### config.mk
export PLATFORM = sky130hd
export DESIGN_NAME = adc_exec
export DESIGN_NICKNAME = d
export VERILOG_FILES = /design/src/rtl/adc_pkg.sv /design/src/rtl/adc_decode.sv /design/src/rtl/adc_alu.sv /design/src/rtl/adc_seq.sv /design/src/rtl/adc_exec.sv
export SDC_FILE = /design/constraint.sdc
export NUM_CORES = 1
export LEC_CHECK = 0
export BUFFER_PORTS_ARGS = -buffer_cell sky130_fd_sc_hd__buf_2
export CAP_MARGIN = 10
export CELL_PAD_IN_SITES_DETAIL_PLACEMENT = 0
export CELL_PAD_IN_SITES_GLOBAL_PLACEMENT = 2
export CORE_MARGIN = 8
export CORE_UTILIZATION = 33
export DETAILED_ROUTE_END_ITERATION = 6
export GPL_TIMING_DRIVEN = 0
export PLACE_DENSITY_LB_ADDON = 0.1
export SYNTH_ARGS = -nofsm -noshare
export SYNTH_HDL_FRONTEND = slang
export SYNTH_SLANG_ARGS = --single-unit
### constraint.sdc
create_clock -name clk -period 8.5 [get_ports clk]
set_input_delay 1.7 -clock clk [delete_from_list [all_inputs] [get_ports clk]]
set_output_delay 1.7 -clock clk [all_outputs]
set_load 0.1 [all_outputs]
### src/rtl/adc_pkg.sv
package adc_pkg;

  localparam int unsigned DW     = 8;
  localparam int unsigned AW     = 16;
  localparam int unsigned NIB    = DW / 2;
  localparam int unsigned FLAG_Z = 7;
  localparam int unsigned FLAG_N = 6;
  localparam int unsigned FLAG_H = 5;
  localparam int unsigned FLAG_C = 4;

  typedef enum logic [1:0] {SRC_REG, SRC_IMM, SRC_HL, SRC_NONE} src_e;
  typedef enum logic [1:0] {ST_IDLE, ST_FETCH, ST_CAPTURE} st_e;

  typedef struct packed {
    src_e       src;
    logic [2:0] sel;
  } dec_t;

  // Opcode map: 0x88..0x8F register group (0x8E indirect), 0xCE immediate.
  function automatic dec_t decode_op(input logic [7:0] op);
    dec_t d;
    d.sel = op[2:0];
    d.src = SRC_NONE;
    if (op[7:3] == 5'b10001) begin
      d.src = (op[2:0] == 3'b110) ? SRC_HL : SRC_REG;
    end else if (op == 8'hCE) begin
      d.src = SRC_IMM;
    end
    return d;
  endfunction

  function automatic logic [DW:0] add_full(input logic [DW-1:0] a,
                                           input logic [DW-1:0] b,
                                           input logic          cin);
    return {1'b0, a} + {1'b0, b} + {{DW{1'b0}}, cin};
  endfunction

  function automatic logic nib_carry(input logic [DW-1:0] a,
                                     input logic [DW-1:0] b,
                                     input logic          cin);
    logic [NIB:0] s;
    s = {1'b0, a[NIB-1:0]} + {1'b0, b[NIB-1:0]} + {{NIB{1'b0}}, cin};
    return s[NIB];
  endfunction

  function automatic logic [DW-1:0] pack_flags(input logic z,
                                               input logic h,
                                               input logic c);
    logic [DW-1:0] f;
    f         = '0;
    f[FLAG_Z] = z;
    f[FLAG_N] = 1'b0;
    f[FLAG_H] = h;
    f[FLAG_C] = c;
    return f;
  endfunction

endpackage

### src/rtl/adc_decode.sv
module adc_decode
  import adc_pkg::*;
(
  input  logic [7:0] opcode,
  output src_e       src,
  output logic [2:0] sel
);

  dec_t d;

  always_comb begin
    d   = decode_op(opcode);
    src = d.src;
    sel = d.sel;
  end

endmodule

### src/rtl/adc_alu.sv
module adc_alu
  import adc_pkg::*;
(
  input  logic [DW-1:0] acc,
  input  logic [DW-1:0] opnd,
  input  logic          cin,
  output logic [DW-1:0] result,
  output logic          half,
  output logic          carry,
  output logic [DW-1:0] flags
);

  logic [DW:0] sum;

  always_comb begin
    sum    = add_full(acc, opnd, cin);
    result = sum[DW-1:0];
    carry  = sum[DW];
    half   = nib_carry(acc, opnd, cin);
    flags  = pack_flags(result == '0, half, carry);
  end

endmodule

### src/rtl/adc_seq.sv
module adc_seq
  import adc_pkg::*;
(
  input  logic clk,
  input  logic rst_n,
  input  logic start,
  input  src_e src,
  output st_e  state,
  output logic accept,
  output logic commit
);

  st_e nxt;

  always_comb begin
    accept = start && (state == ST_IDLE);
    commit = (accept && (src == SRC_REG || src == SRC_NONE))
             || (state == ST_CAPTURE);
    nxt = state;
    unique case (state)
      ST_IDLE:    if (accept && (src == SRC_IMM || src == SRC_HL)) nxt = ST_FETCH;
      ST_FETCH:   nxt = ST_CAPTURE;
      ST_CAPTURE: nxt = ST_IDLE;
      default:    nxt = ST_IDLE;
    endcase
  end

  always_ff @(posedge clk or negedge rst_n) begin
    if (!rst_n) state <= ST_IDLE;
    else        state <= nxt;
  end

endmodule

### src/rtl/adc_exec.sv
module adc_exec
  import adc_pkg::*;
(
  input  logic          clk,
  input  logic          rst_n,
  input  logic          start,
  input  logic [7:0]    opcode,
  input  logic [DW-1:0] a_in,
  input  logic [DW-1:0] b_in,
  input  logic [DW-1:0] c_in,
  input  logic [DW-1:0] d_in,
  input  logic [DW-1:0] e_in,
  input  logic [DW-1:0] h_in,
  input  logic [DW-1:0] l_in,
  input  logic          cy_in,
  input  logic [AW-1:0] pc_in,
  output logic          busy,
  output logic          mem_rd,
  output logic [AW-1:0] mem_addr,
  input  logic [DW-1:0] mem_rdata,
  output logic          done,
  output logic          illegal,
  output logic          a_we,
  output logic [DW-1:0] a_out,
  output logic [DW-1:0] f_out,
  output logic          pc_we,
  output logic [AW-1:0] pc_out,
  output logic [1:0]    mcycles
);

  src_e          dec_src;
  logic [2:0]    dec_sel;
  st_e           st;
  logic          accept_w, commit_w, in_capture;
  logic [DW-1:0] reg_opnd;

  logic [DW-1:0] acc_q;
  logic          cy_q;
  logic [AW-1:0] pc_q;
  logic [AW-1:0] addr_q;
  src_e          src_q;

  // named internal events for the checker
  src_e          eff_src;
  logic          legal_w, src_reg_w;
  logic [DW-1:0] alu_a, alu_b, alu_res, alu_flags;
  logic          alu_cin, half_w, carry_w;
  logic [AW-1:0] pc_base;

  adc_decode u_dec (
    .opcode (opcode),
    .src    (dec_src),
    .sel    (dec_sel)
  );

  adc_seq u_seq (
    .clk    (clk),
    .rst_n  (rst_n),
    .start  (start),
    .src    (dec_src),
    .state  (st),
    .accept (accept_w),
    .commit (commit_w)
  );

  always_comb begin
    unique case (dec_sel)
      3'd0:    reg_opnd = b_in;
      3'd1:    reg_opnd = c_in;
      3'd2:    reg_opnd = d_in;
      3'd3:    reg_opnd = e_in;
      3'd4:    reg_opnd = h_in;
      3'd5:    reg_opnd = l_in;
      3'd7:    reg_opnd = a_in;
      default: reg_opnd = '0;
    endcase
  end

  always_ff @(posedge clk or negedge rst_n) begin
    if (!rst_n) begin
      acc_q  <= '0;
      cy_q   <= 1'b0;
      pc_q   <= '0;
      addr_q <= '0;
      src_q  <= SRC_NONE;
    end else if (accept_w) begin
      acc_q  <= a_in;
      cy_q   <= cy_in;
      pc_q   <= pc_in;
      addr_q <= (dec_src == SRC_IMM) ? pc_in : {h_in, l_in};
      src_q  <= dec_src;
    end
  end

  assign in_capture = (st == ST_CAPTURE);
  assign eff_src    = in_capture ? src_q : dec_src;
  assign legal_w    = (eff_src != SRC_NONE);
  assign src_reg_w  = (dec_src == SRC_REG);
  assign alu_a      = in_capture ? acc_q : a_in;
  assign alu_b      = in_capture ? mem_rdata : reg_opnd;
  assign alu_cin    = in_capture ? cy_q : cy_in;
  assign pc_base    = in_capture ? pc_q : pc_in;

  adc_alu u_alu (
    .acc    (alu_a),
    .opnd   (alu_b),
    .cin    (alu_cin),
    .result (alu_res),
    .half   (half_w),
    .carry  (carry_w),
    .flags  (alu_flags)
  );

  always_ff @(posedge clk or negedge rst_n) begin
    if (!rst_n) begin
      done    <= 1'b0;
      illegal <= 1'b0;
      a_we    <= 1'b0;
      pc_we   <= 1'b0;
      a_out   <= '0;
      f_out   <= '0;
      pc_out  <= '0;
      mcycles <= '0;
    end else if (commit_w) begin
      done    <= 1'b1;
      illegal <= !legal_w;
      a_we    <= legal_w;
      pc_we   <= (eff_src == SRC_IMM);
      mcycles <= in_capture ? 2'd2 : 2'd1;
      if (legal_w) begin
        a_out <= alu_res;
        f_out <= alu_flags;
      end
      if (eff_src == SRC_IMM) pc_out <= pc_base + {{(AW-1){1'b0}}, 1'b1};
    end else begin
      done    <= 1'b0;
      illegal <= 1'b0;
      a_we    <= 1'b0;
      pc_we   <= 1'b0;
    end
  end

  assign busy     = (st != ST_IDLE);
  assign mem_rd   = (st == ST_FETCH);
  assign mem_addr = addr_q;

endmodule

==> results by group, run 1 <==
Status
  – Outcome: finished, final reports clean

Critical path
  – Worst setup EP type: flop
  – CP max stage delay: 0.59 ns
  – Startpoint Class: input port
  – CP bufs+invs: 5
  – Critical Path Slowest Stage Cell: clkbuf_1
  – WP data arrival: 5.51 ns
  – WS Path Type: in2reg
  – Critical Path RT: 8.73 ns
  – CP Max Fanout: 10
  – Delay-heaviest family, CP: compound AO/OA/AOI/OAI gates
  – Critical-path cell list: buf_2 -> clkbuf_1 -> clkbuf_1 -> inv_1 -> a31oi_1 -> o2111ai_1 -> o21ai_0 -> fa_1 -> inv_1 -> fa_1 -> a211oi_1 -> o21bai_1 -> a211oi_1 -> nor2_1 -> o41ai_1

Pwr
  – Worst vdd ir: 0.000118 V
  – Power Density: 200 mW/mm2
  – Static Leak: 0.00280 uW

Clock network
  – Post-CTS setup buffers: 0
  – Clock transition at path regs: 0.06 ns
  – Cts hold-fix bufs: 0
  – Worst skew pair latency: 0.34 ns
  – CTS H-tree lvls: 3
  – Clk root buf: clkbuf_16
  – PostCTS Resize Cnt: 0
  – Longest Clk Path Bufs: 2
  – Cts bufs inserted: 9
  – CTS tree: built
  – Clock Sinks: 78

Synthesis
  – Syn Inst Count: 480
  – Async set-reset flop share out of synthesis: 100%
  – Number of synthesized register bits: 78
  – Mean Syn Cell Area: 9.69 um2
  – Ys Warns: 0
  – Mux cell area share after synthesis: 18.5%
  – Syn Std Cell Area: 0.00465 mm2
  – Largest family of logic cells by synthesized area: multiplexers
  – Primary FF master, synth: dfrtp_1
  – Post-synth EDFFs: 0
  – Simple-gate share of the synthesized area: 17.1%
  – XOR/XNOR share of the synthesized area: 1.32%
  – Synth Area in Compound Gates: 14.0%
  – Register area share after synthesis: 42.0%
  – Yosys top cell area share: 40.9%
  – Adder-cell area share of the yosys netlist: 3.01%
  – Synth top area cells: dfrtp_1, mux2_2, mux2i_1, nand2_1, nor2_1
  – Synth cell types: 59
  – Synth area leader: dfrtp_1

STA
  – Pin slew with the least headroom to its limit: 0.735 ns
  – Setup TNS: 0 ns
  – Final setup skew: 0.00630 ns
  – Rel. slew slack: 51.0%
  – Tmin final: 5.28 ns
  – # setup viols final: 0
  – Final hold vios: 0
  – Final Max Tran Viols: 0
  – Final period util: 62.1%
  – Unrepaired setup endpoints after global routing: no
  – Max Clock Freq: 0.189 GHz

Placement
  – DP Cell Count: 805
  – Port bufs: 140
  – Gpl congestion: 0.812
  – HPWL Detailed: 12800 um

Job
  – Max Cap Violations: 0

Route
  – Overall routed net length: 15800 um
  – 1st-pass router iterations: 4
  – DR vias/cell: 5.07
  – DR iter-0 viols: 212
  – Wirelength per Cell: 19.2 um
  – DRC violations left: 0
  – Vias: 4168
  – Antenna-violating nets left: 0

Cells and area
  – Filler Cells Inserted: 1420
  – Most common cell after layout, fill and taps aside: buf_2
  – Layout Cells excl Fill: 822
  – P&R area growth vs syn: 26.7%
  – Nets@finish: 738
  – Share of layout cells above drive strength 1: 33.2%
  – Most frequent cells in the layout: buf_2, dfrtp_1, nand2_1, nor2_1

Global route
  – First-pass GRT wire length: 25100 um
  – All-Layer GR Usage: 17.9%
  – Vias in the first global route: 4531
  – Grt ovf: 0
  – Antenna violations before repair: 0
  – Largest net degree at the start of global routing: 62

Die
  – I/O pin count: 148
  – Rows: 43
  – Initial Utilization: 33.6%
  – Die Ht: 135 um
  – Die area: 0.0181 mm2
  – Area of the core: 0.0138 mm2
  – Die width: 135 um

Hold path
  – Tightest Hold Check Type: reg2reg
-- cells in the mapped netlist (all sizes together) (2+ instances only) --
library cell	number
nor2	45
clkbuf	19
nor2b	4
or4b	3
dfrtp	76
buf	13
a211oi	2
or4	2
fa	2
nor3b	2
dfstp	2
a21o	3
a21oi	26
o211ai	6
mux4	4
xor2	2
o31ai	7
o2111ai	2
and3	3
o31a	3
o21a	6
nand2	67
a22oi	3
nand2b	2
a32oi	2
and4b	4
nand3b	3
a31oi	10
nor4	6
nor3	4
inv	7
nand4	2
mux2	37
ha	8
mux2i	35
o41ai	2
or3	4
xnor2	5
nand3	12
o21ai	23
-- path summary, 6_finish.rpt --
kind / from / end / slack, ns / depth (start not counted)
max in group asynchronous: rst_n / src_q[0] / 6.64 / 2
setup / recovery: opcode[0] / f_out[7] / 3.22 / 15
setup reg to reg: u_seq.state[0] / f_out[7] / 4.56 / 13
hold reg to reg: pc_out[3] / pc_out[3] / 0.46 / 2
min in group asynchronous: rst_n / mem_addr[10] / 1.23 / 1
hold / removal: pc_out[3] / pc_out[3] / 0.46 / 2
-- per-stage QoR --
stage	total power (uW)	hold slack (ns)	util, %	setup WS, ns	cell area (um2)
finish	1180	0.462	42.6	3.22	5890
global route	1230	0.494	42.6	2.80	5890
CTS	1190	0.473	42.6	3.17	5890
detailed placement	827	0.459	40.6	2.83	5620
global placement	823	0.446	40.4	2.83	5590
floorplan	725	0.480	-	3.69	4660
-- flip-flops by register name, summed over array words and instances (netlist names) --
signal	count
u_seq.state	2
src_q	2
acc_q	8
a_out	8
mcycles	2
pc_we	1
illegal	1
cy_q	1
done	1
a_we	1
pc_q	16
mem_addr	16
f_out	3
pc_out	16
-- cells by family after synthesis --
group	count (synthesis)
AO/OA/AOI/OAI	101
XOR/XNOR	7
adder cells (fa/ha/maj)	10
buffers and inverters	40
flip-flops	78
multiplexers	76
other	1
AND/OR/NAND/NOR	167
-- power breakdown --
part	internal, uW	total (uW)	switching [uW]	leakage [uW]
clock	205	361	157	0.000132
sequential	407	429	21.3	0.000877
combinational	98.1	388	290	0.00179
total	710	1180	468	0.00280
-- metal layers --
| metal | GRT usage, % | wire (um) | up-vias | part of all wire (%) |
|---|---|---|---|---|
| met5 | 0 | 0 | - | 0 |
| met4 | 4.87 | 181 | 0 | 1.1 |
| met3 | 4.94 | 979 | 13 | 6.2 |
| met2 | 30.8 | 7960 | 120 | 50 |
| met1 | 21.4 | 6680 | 1993 | 42 |
| li1 | - | - | 2042 | - |
-- area by class of cell --
| class | instances | area [um2] | share of cell area, % |
|---|---|---|---|
| plain buffers | 32 | 154 | 2.61 |
| flip-flops and latches | 78 | 1950 | 33.2 |
| multi-input cells | 366 | 2530 | 42.9 |
| clock inverters | 4 | 22.5 | 0.382 |
| inverters | 8 | 30.0 | 0.510 |
| clock buffers | 12 | 246 | 4.18 |
| repair buffers | 141 | 731 | 12.4 |
| diodes | 1 | 2.50 | 0.0425 |
| well taps | 180 | 225 | 3.82 |
-- worst min-delay path, cell delays in order (launching register included) --
cell,delay [ns]
dfrtp_1,0.34
nand2_1,0.05
nand2_1,0.05
(Power assumes the default switching activity.)
==> run 2: changes to the inputs <==
--- a/config.mk
+++ b/config.mk
@@ -10,7 +10,7 @@
 export CELL_PAD_IN_SITES_DETAIL_PLACEMENT = 0
 export CELL_PAD_IN_SITES_GLOBAL_PLACEMENT = 2
 export CORE_MARGIN = 8
-export CORE_UTILIZATION = 33
+export CORE_UTILIZATION = 31
 export DETAILED_ROUTE_END_ITERATION = 6
 export GPL_TIMING_DRIVEN = 0
 export PLACE_DENSITY_LB_ADDON = 0.1
==> constraint.sdc (replaced) <==
create_clock -name clk -period 5.1 [get_ports clk]
set_input_delay 1.02 -clock clk [delete_from_list [all_inputs] [get_ports clk]]
set_output_delay 1.02 -clock clk [all_outputs]
set_load 0.1 [all_outputs]
==> results by group, run 2 (synthesized netlist as in run 1, its figures left out) <==
Die
  – Rows: 44 (was 43)
  – Die Ht: 138 um (was 135 um)
  – Die area: 0.0192 mm2 (was 0.0181 mm2)
  – I/O pin count: 148 (unchanged)
  – Area of the core: 0.0146 mm2 (was 0.0138 mm2)
  – Initial Utilization: 31.9% (was 33.6%)
  – Die width: 138 um (was 135 um)

Pwr
  – Clk pwr share: 30.8% (was 30.7%)
  – Worst vdd ir: 0.000203 V (was 0.000118 V)
  – Total power: 1970 uW (was 1180 uW)
  – Share of power burned in registers: 36.4% (about the same)
  – Static Leak: 0.00280 uW (about the same)
  – Total internal power: 1190 uW (was 710 uW)
  – Sw frac: 39.7% (about the same)
  – Power Density: 334 mW/mm2 (was 200 mW/mm2)
  – Switch Pwr: 782 uW (was 468 uW)
  – Logic pwr share: 32.9% (about the same)

STA
  – # setup viols final: 0 (unchanged)
  – Unrepaired setup endpoints after global routing: no (unchanged)
  – Hold Slack: 0.471 ns (was 0.462 ns)
  – Setup TNS: 0 ns (unchanged)
  – Final setup skew: 0.0126 ns (was 0.00630 ns)
  – Rel. slew slack: 54.1% (was 51.0%)
  – Final hold vios: 0 (unchanged)
  – Final Max Tran Viols: 0 (unchanged)
  – Tmin final: 4.60 ns
  – Max Clock Freq: 0.218 GHz
  – Final period util: 90.1%
  – Pin slew with the least headroom to its limit: 0.688 ns (was 0.735 ns)

Cells and area
  – ANT cells: 0 (was 1)
  – P&R area growth vs syn: 26.8% (was 26.7%)
  – Filler Cells Inserted: 1503 (was 1420)
  – Most common cell after layout, fill and taps aside: buf_2 (unchanged)
  – Share of layout cells above drive strength 1: 33.1% (was 33.2%)
  – Nets@finish: 738 (unchanged)
  – Most frequent cells in the layout: buf_2, dfrtp_1, nand2_1, nor2_1 (unchanged)

Critical path
  – Critical Path Slowest Stage Cell: clkbuf_1 (unchanged)
  – Critical-path cell list: buf_2 -> clkbuf_1 -> clkbuf_1 -> inv_1 -> a31oi_1 -> o2111ai_1 -> o21ai_0 -> fa_1 -> inv_1 -> fa_1 -> a211oi_1 -> o21bai_1 -> a211oi_1 -> nor2_1 -> o41ai_1 (unchanged)
  – Worst setup EP type: flop (unchanged)
  – Delay-heaviest family, CP: compound AO/OA/AOI/OAI gates (unchanged)
  – WS Path Type: in2reg (unchanged)
  – CP max stage delay: 0.53 ns (was 0.59 ns)
  – CP bufs+invs: 5 (unchanged)
  – CP Max Fanout: 10 (unchanged)
  – Critical Path RT: 5.33 ns (was 8.73 ns)
  – Startpoint Class: input port (unchanged)
  – WP data arrival: 4.82 ns (was 5.51 ns)

Global route
  – Largest net degree at the start of global routing: 59 (was 62)
  – All-Layer GR Usage: 16.9% (was 17.9%)
  – Antenna violations before repair: 0 (unchanged)
  – First-pass GRT wire length: 25700 um (was 25100 um)
  – Vias in the first global route: 4560 (was 4531)
  – Grt ovf: 0 (unchanged)

Route
  – 1st-pass router iterations: 5 (was 4)
  – DR vias/cell: 5.05 (was 5.07)
  – DR iter-0 viols: 199 (was 212)
  – Vias: 4167 (was 4168)
  – Antenna-violating nets left: 0 (unchanged)
  – DRC violations left: 0 (unchanged)
  – Overall routed net length: 16100 um (was 15800 um)
  – Wirelength per Cell: 19.6 um (was 19.2 um)

Clock network
  – Cts hold-fix bufs: 0 (unchanged)
  – Clk root buf: clkbuf_16 (unchanged)
  – Worst skew pair latency: 0.34 ns (about the same)
  – Clock transition at path regs: 0.06 ns (about the same)
  – CTS H-tree lvls: 3 (unchanged)
  – Cts bufs inserted: 9 (unchanged)
  – CTS tree: built (unchanged)
  – Post-CTS setup buffers: 0 (unchanged)
  – PostCTS Resize Cnt: 0 (unchanged)
  – Longest Clk Path Bufs: 2 (unchanged)
  – Clock Sinks: 78 (unchanged)

Hold path
  – Tightest Hold Check Type: reg2reg (unchanged)

Status
  – Outcome: finished, final reports clean (unchanged)

Placement
  – Gpl congestion: 0.819 (was 0.812)
  – HPWL Detailed: 13100 um (was 12800 um)
  – Port bufs: 140 (unchanged)

Job
  – Max Cap Violations: 0 (unchanged)
-- run 2: changes by cell type in the layout (fill, tap and decap cells not counted) --
cell        before  now
clkbuf_1        21   22
clkinv_2         3    2
clkinvlp_4       1    0
diode_2          1    0
inv_6            0    1
-- run 2: stage by stage --
stage | area (um2) | setup WS, ns | cells | util (%)
after floorplan | 4660 | 0.966 | 484 | -
after global placement | 5600 | 0.184 | 808 | 38.4
after CTS | 5890 | 0.488 | 825 | 40.4
final | 5890 | 0.505 | 825 | 40.4
after detailed placement | 5630 | 0.154 | 809 | 38.6
after global routing | 5890 | 0.175 | 825 | 40.4
-- run 2: worst paths after layout --
| check | start | to | slack (ns) | cells past startpoint |
|---|---|---|---|---|
| setup / recovery | opcode[0] | f_out[7] | 0.50 | 15 |
| hold / removal | mcycles[0] | mcycles[0] | 0.47 | 2 |
| setup reg to reg | u_seq.state[0] | f_out[7] | 1.23 | 13 |
| hold reg to reg | mcycles[0] | mcycles[0] | 0.47 | 2 |
| max in group asynchronous | rst_n | src_q[0] | 3.90 | 2 |
| min in group asynchronous | rst_n | pc_out[15] | 0.57 | 1 |
-- run 2: routing by layer --
metal  GRT usage, %  vias up  wire length [um]
met4           5.78        0               260
li1               -     2035                 -
met5              0        -                 0
met3           4.21       19               870
met1           19.9     1998              6970
met2           29.1      115              8030
-- run 2: layout make-up --
cell class	instances	area (um2)	area share [%]
multi-input cells	366	2530	42.9
flip-flops and latches	78	1950	33.2
clock buffers	13	250	4.25
repair buffers	141	731	12.4
inverters	8	30.0	0.509
plain buffers	32	154	2.61
clock inverters	3	18.8	0.318
well taps	184	230	3.91
-- run 2: power groups by stage --
| stage | clock, uW | combinational, uW | sequential [uW] |
|---|---|---|---|
| 4_1_cts | 623 | 656 | 716 |
| 2_1_floorplan | 0 | 205 | 1000 |
| 3_3_place_gp | 0 | 648 | 724 |
| 5_1_grt | 642 | 688 | 725 |
| 6_report | 605 | 647 | 716 |
| 3_5_place_dp | 0 | 654 | 728 |
-- run 2: worst register-to-register path, cell delays in order (launching register included) --
cell	delay, ns
dfrtp_1	0.46
nand2b_1	0.25
buf_4	0.24
clkbuf_1	0.49
o2111ai_1	0.29
o21ai_0	0.18
fa_1	0.24
inv_1	0.06
fa_1	0.41
a211oi_1	0.31
o21bai_1	0.14
a211oi_1	0.28
nor2_1	0.11
o41ai_1	0.31
==> run 3: changes to the inputs <==
--- a/config.mk
+++ b/config.mk
@@ -13,7 +13,7 @@
 export CORE_UTILIZATION = 31
 export DETAILED_ROUTE_END_ITERATION = 6
 export GPL_TIMING_DRIVEN = 0
-export PLACE_DENSITY_LB_ADDON = 0.1
+export PLACE_DENSITY = 0.92
 export SYNTH_ARGS = -nofsm -noshare
 export SYNTH_HDL_FRONTEND = slang
 export SYNTH_SLANG_ARGS = --single-unit
==> results by group, run 3 (synthesized netlist as in run 1, its figures left out) <==
Status
  – Outcome: finished, final reports clean (unchanged)

Die
  – Die area: 0.0192 mm2 (unchanged)
  – Rows: 44 (unchanged)
  – Die Ht: 138 um (unchanged)
  – Die width: 138 um (unchanged)
  – Initial Utilization: 31.9% (unchanged)
  – I/O pin count: 148 (unchanged)
  – Area of the core: 0.0146 mm2 (unchanged)

Critical path
  – Critical Path RT: 5.33 ns (about the same)
  – CP bufs+invs: 5 (unchanged)
  – WP data arrival: 4.83 ns (was 4.82 ns)
  – Critical Path Slowest Stage Cell: clkbuf_1 (unchanged)
  – Startpoint Class: input port (unchanged)
  – CP Max Fanout: 10 (unchanged)
  – Delay-heaviest family, CP: compound AO/OA/AOI/OAI gates (unchanged)
  – WS Path Type: in2reg (unchanged)
  – Critical-path cell list: buf_2 -> clkbuf_1 -> clkbuf_1 -> inv_1 -> a31oi_1 -> o2111ai_1 -> o21ai_0 -> fa_1 -> inv_1 -> fa_1 -> a21o_1 -> a21oi_1 -> xor2_1 -> o2111ai_1 -> o41ai_1 (was buf_2 -> clkbuf_1 -> clkbuf_1 -> inv_1 -> a31oi_1 -> o2111ai_1 -> o21ai_0 -> fa_1 -> inv_1 -> fa_1 -> a211oi_1 -> o21bai_1 -> a211oi_1 -> nor2_1 -> o41ai_1)
  – Worst setup EP type: flop (unchanged)
  – Setup crit start: opcode[0] (unchanged)
  – R2r startpoint: u_seq.state[0] (unchanged)
  – CP max stage delay: 0.55 ns (was 0.53 ns)

Route
  – DR iter-0 viols: 348 (was 199)
  – Overall routed net length: 15600 um (was 16100 um)
  – Wirelength per Cell: 18.9 um (was 19.6 um)
  – 1st-pass router iterations: 5 (unchanged)
  – Antenna-violating nets left: 0 (unchanged)
  – Vias: 4225 (was 4167)
  – DR vias/cell: 5.12 (was 5.05)
  – DRC violations left: 0 (unchanged)

STA
  – Unrepaired setup endpoints after global routing: no (unchanged)
  – Setup TNS: 0 ns (unchanged)
  – Hold Slack: 0.459 ns (was 0.471 ns)
  – Final period util: 90.1% (about the same)
  – Final Max Tran Viols: 0 (unchanged)
  – Final setup skew: 0.00902 ns (was 0.0126 ns)
  – Pin slew with the least headroom to its limit: 0.761 ns (was 0.688 ns)
  – Max Clock Freq: 0.218 GHz (about the same)
  – Tmin final: 4.59 ns (was 4.60 ns)
  – Final hold vios: 0 (unchanged)
  – Rel. slew slack: 49.3% (was 54.1%)
  – # setup viols final: 0 (unchanged)

Global route
  – Largest net degree at the start of global routing: 44 (was 59)
  – Antenna violations before repair: 0 (unchanged)
  – First-pass GRT wire length: 25000 um (was 25700 um)
  – All-Layer GR Usage: 16.3% (was 16.9%)
  – Grt ovf: 0 (unchanged)
  – Vias in the first global route: 4381 (was 4560)

Clock network
  – Clock transition at path regs: 0.06 ns (about the same)
  – PostCTS Resize Cnt: 0 (unchanged)
  – CTS H-tree lvls: 3 (unchanged)
  – Clock Sinks: 78 (unchanged)
  – Clk root buf: clkbuf_16 (unchanged)
  – CTS tree: built (unchanged)
  – Post-CTS setup buffers: 0 (unchanged)
  – Cts bufs inserted: 9 (unchanged)
  – Longest Clk Path Bufs: 2 (unchanged)
  – Worst skew pair latency: 0.34 ns (about the same)
  – Cts hold-fix bufs: 0 (unchanged)

Cells and area
  – Layout Cells excl Fill: 826 (was 825)
  – Most frequent cells in the layout: buf_2, dfrtp_1, nand2_1, nor2_1 (unchanged)
  – Filler Cells Inserted: 1468 (was 1503)
  – Share of layout cells above drive strength 1: 33.5% (was 33.1%)
  – Non-Filler Cell Area, Final: 0.00592 mm2 (was 0.00589 mm2)
  – P&R area growth vs syn: 27.4% (was 26.8%)
  – Nets@finish: 738 (unchanged)
  – Final core utilization: 40.6% (was 40.4%)
  – Multi-input gate area: 0.00253 mm2 (unchanged)
  – Register area: 0.00195 mm2 (unchanged)
  – Most common cell after layout, fill and taps aside: buf_2 (unchanged)

Placement
  – Port bufs: 140 (unchanged)
  – Post-DP Area: 0.00563 mm2 (unchanged)
  – DP Cell Count: 809 (unchanged)
  – Gpl congestion: 0.860 (was 0.819)
  – HPWL Detailed: 12600 um (was 13100 um)

Hold path
  – Tightest Hold Check Type: reg2reg (unchanged)
  – Hold wc startpoint: pc_out[3] (was mcycles[0])

Pwr
  – Clk pwr share: 31.9% (was 30.8%)
  – Logic pwr share: 32.3% (was 32.9%)
  – Power Density: 338 mW/mm2 (was 334 mW/mm2)
  – Worst vdd ir: 0.000168 V (was 0.000203 V)
  – Switch Pwr: 786 uW (was 782 uW)
  – Sw frac: 39.3% (was 39.7%)
  – Total internal power: 1210 uW (was 1190 uW)
  – Static Leak: 0.00281 uW (was 0.00280 uW)
  – Share of power burned in registers: 35.8% (was 36.4%)

Job
  – Max Cap Violations: 0 (unchanged)
[run 3: changes by cell type in the layout (fill, tap and decap cells not counted), sizes merged]
cell,change
clkbuf,-1
clkinv,-1
clkinvlp,+2
diode,+1
[run 3: worst paths after layout]
kind	to	slack, ns	cells after the start
min reg2reg	pc_out[3]	0.46	2
max	f_out[7]	0.51	15
max reg2reg	f_out[7]	1.22	13
min	pc_out[3]	0.46	2
max in group asynchronous	src_q[1]	3.83	2
min in group asynchronous	pc_out[14]	0.63	1
[run 3: layout make-up]
| class | instances | share of cell area [%] |
|---|---|---|
| multi-input cells | 366 | 42.6 |
| flip-flops and latches | 78 | 33.0 |
| repair buffers | 141 | 12.3 |
| clock buffers | 12 | 4.50 |
| well taps | 184 | 3.89 |
| plain buffers | 32 | 2.60 |
| inverters | 8 | 0.507 |
| clock inverters | 4 | 0.486 |
| diodes | 1 | 0.0422 |
[run 3: power groups by stage]
stage | registers [uW] | logic [uW] | clock network, uW
floorplan | 1000 | 205 | 0
global placement | 724 | 642 | 0
detailed placement | 727 | 650 | 0
CTS | 716 | 651 | 648
global route | 723 | 687 | 675
finish | 715 | 647 | 637
[run 3: routing by layer]
| metal | global-route usage [%] | vias to the layer above | routed length [um] |
|---|---|---|---|
| met1 | 21.1 | 2037 | 7150 |
| li1 | - | 2036 | - |
| met4 | 5.03 | 0 | 259 |
| met2 | 26.3 | 131 | 7360 |
| met5 | 0 | - | 0 |
| met3 | 4.04 | 21 | 829 |
[run 3: metrics by stage]
step / setup WS (ns) / total power, uW
3_5_place_dp: 0.207 / 1380
6_report: 0.506 / 2000
3_3_place_gp: 0.252 / 1370
4_1_cts: 0.544 / 2010
2_1_floorplan: 0.966 / 1210
5_1_grt: 0.135 / 2080
[run 3: worst min-delay path, cell delays in order, from the launching register on]
cell and delay [ns]:
dfrtp_1 0.34, nand2_1 0.05, nand2_1 0.04
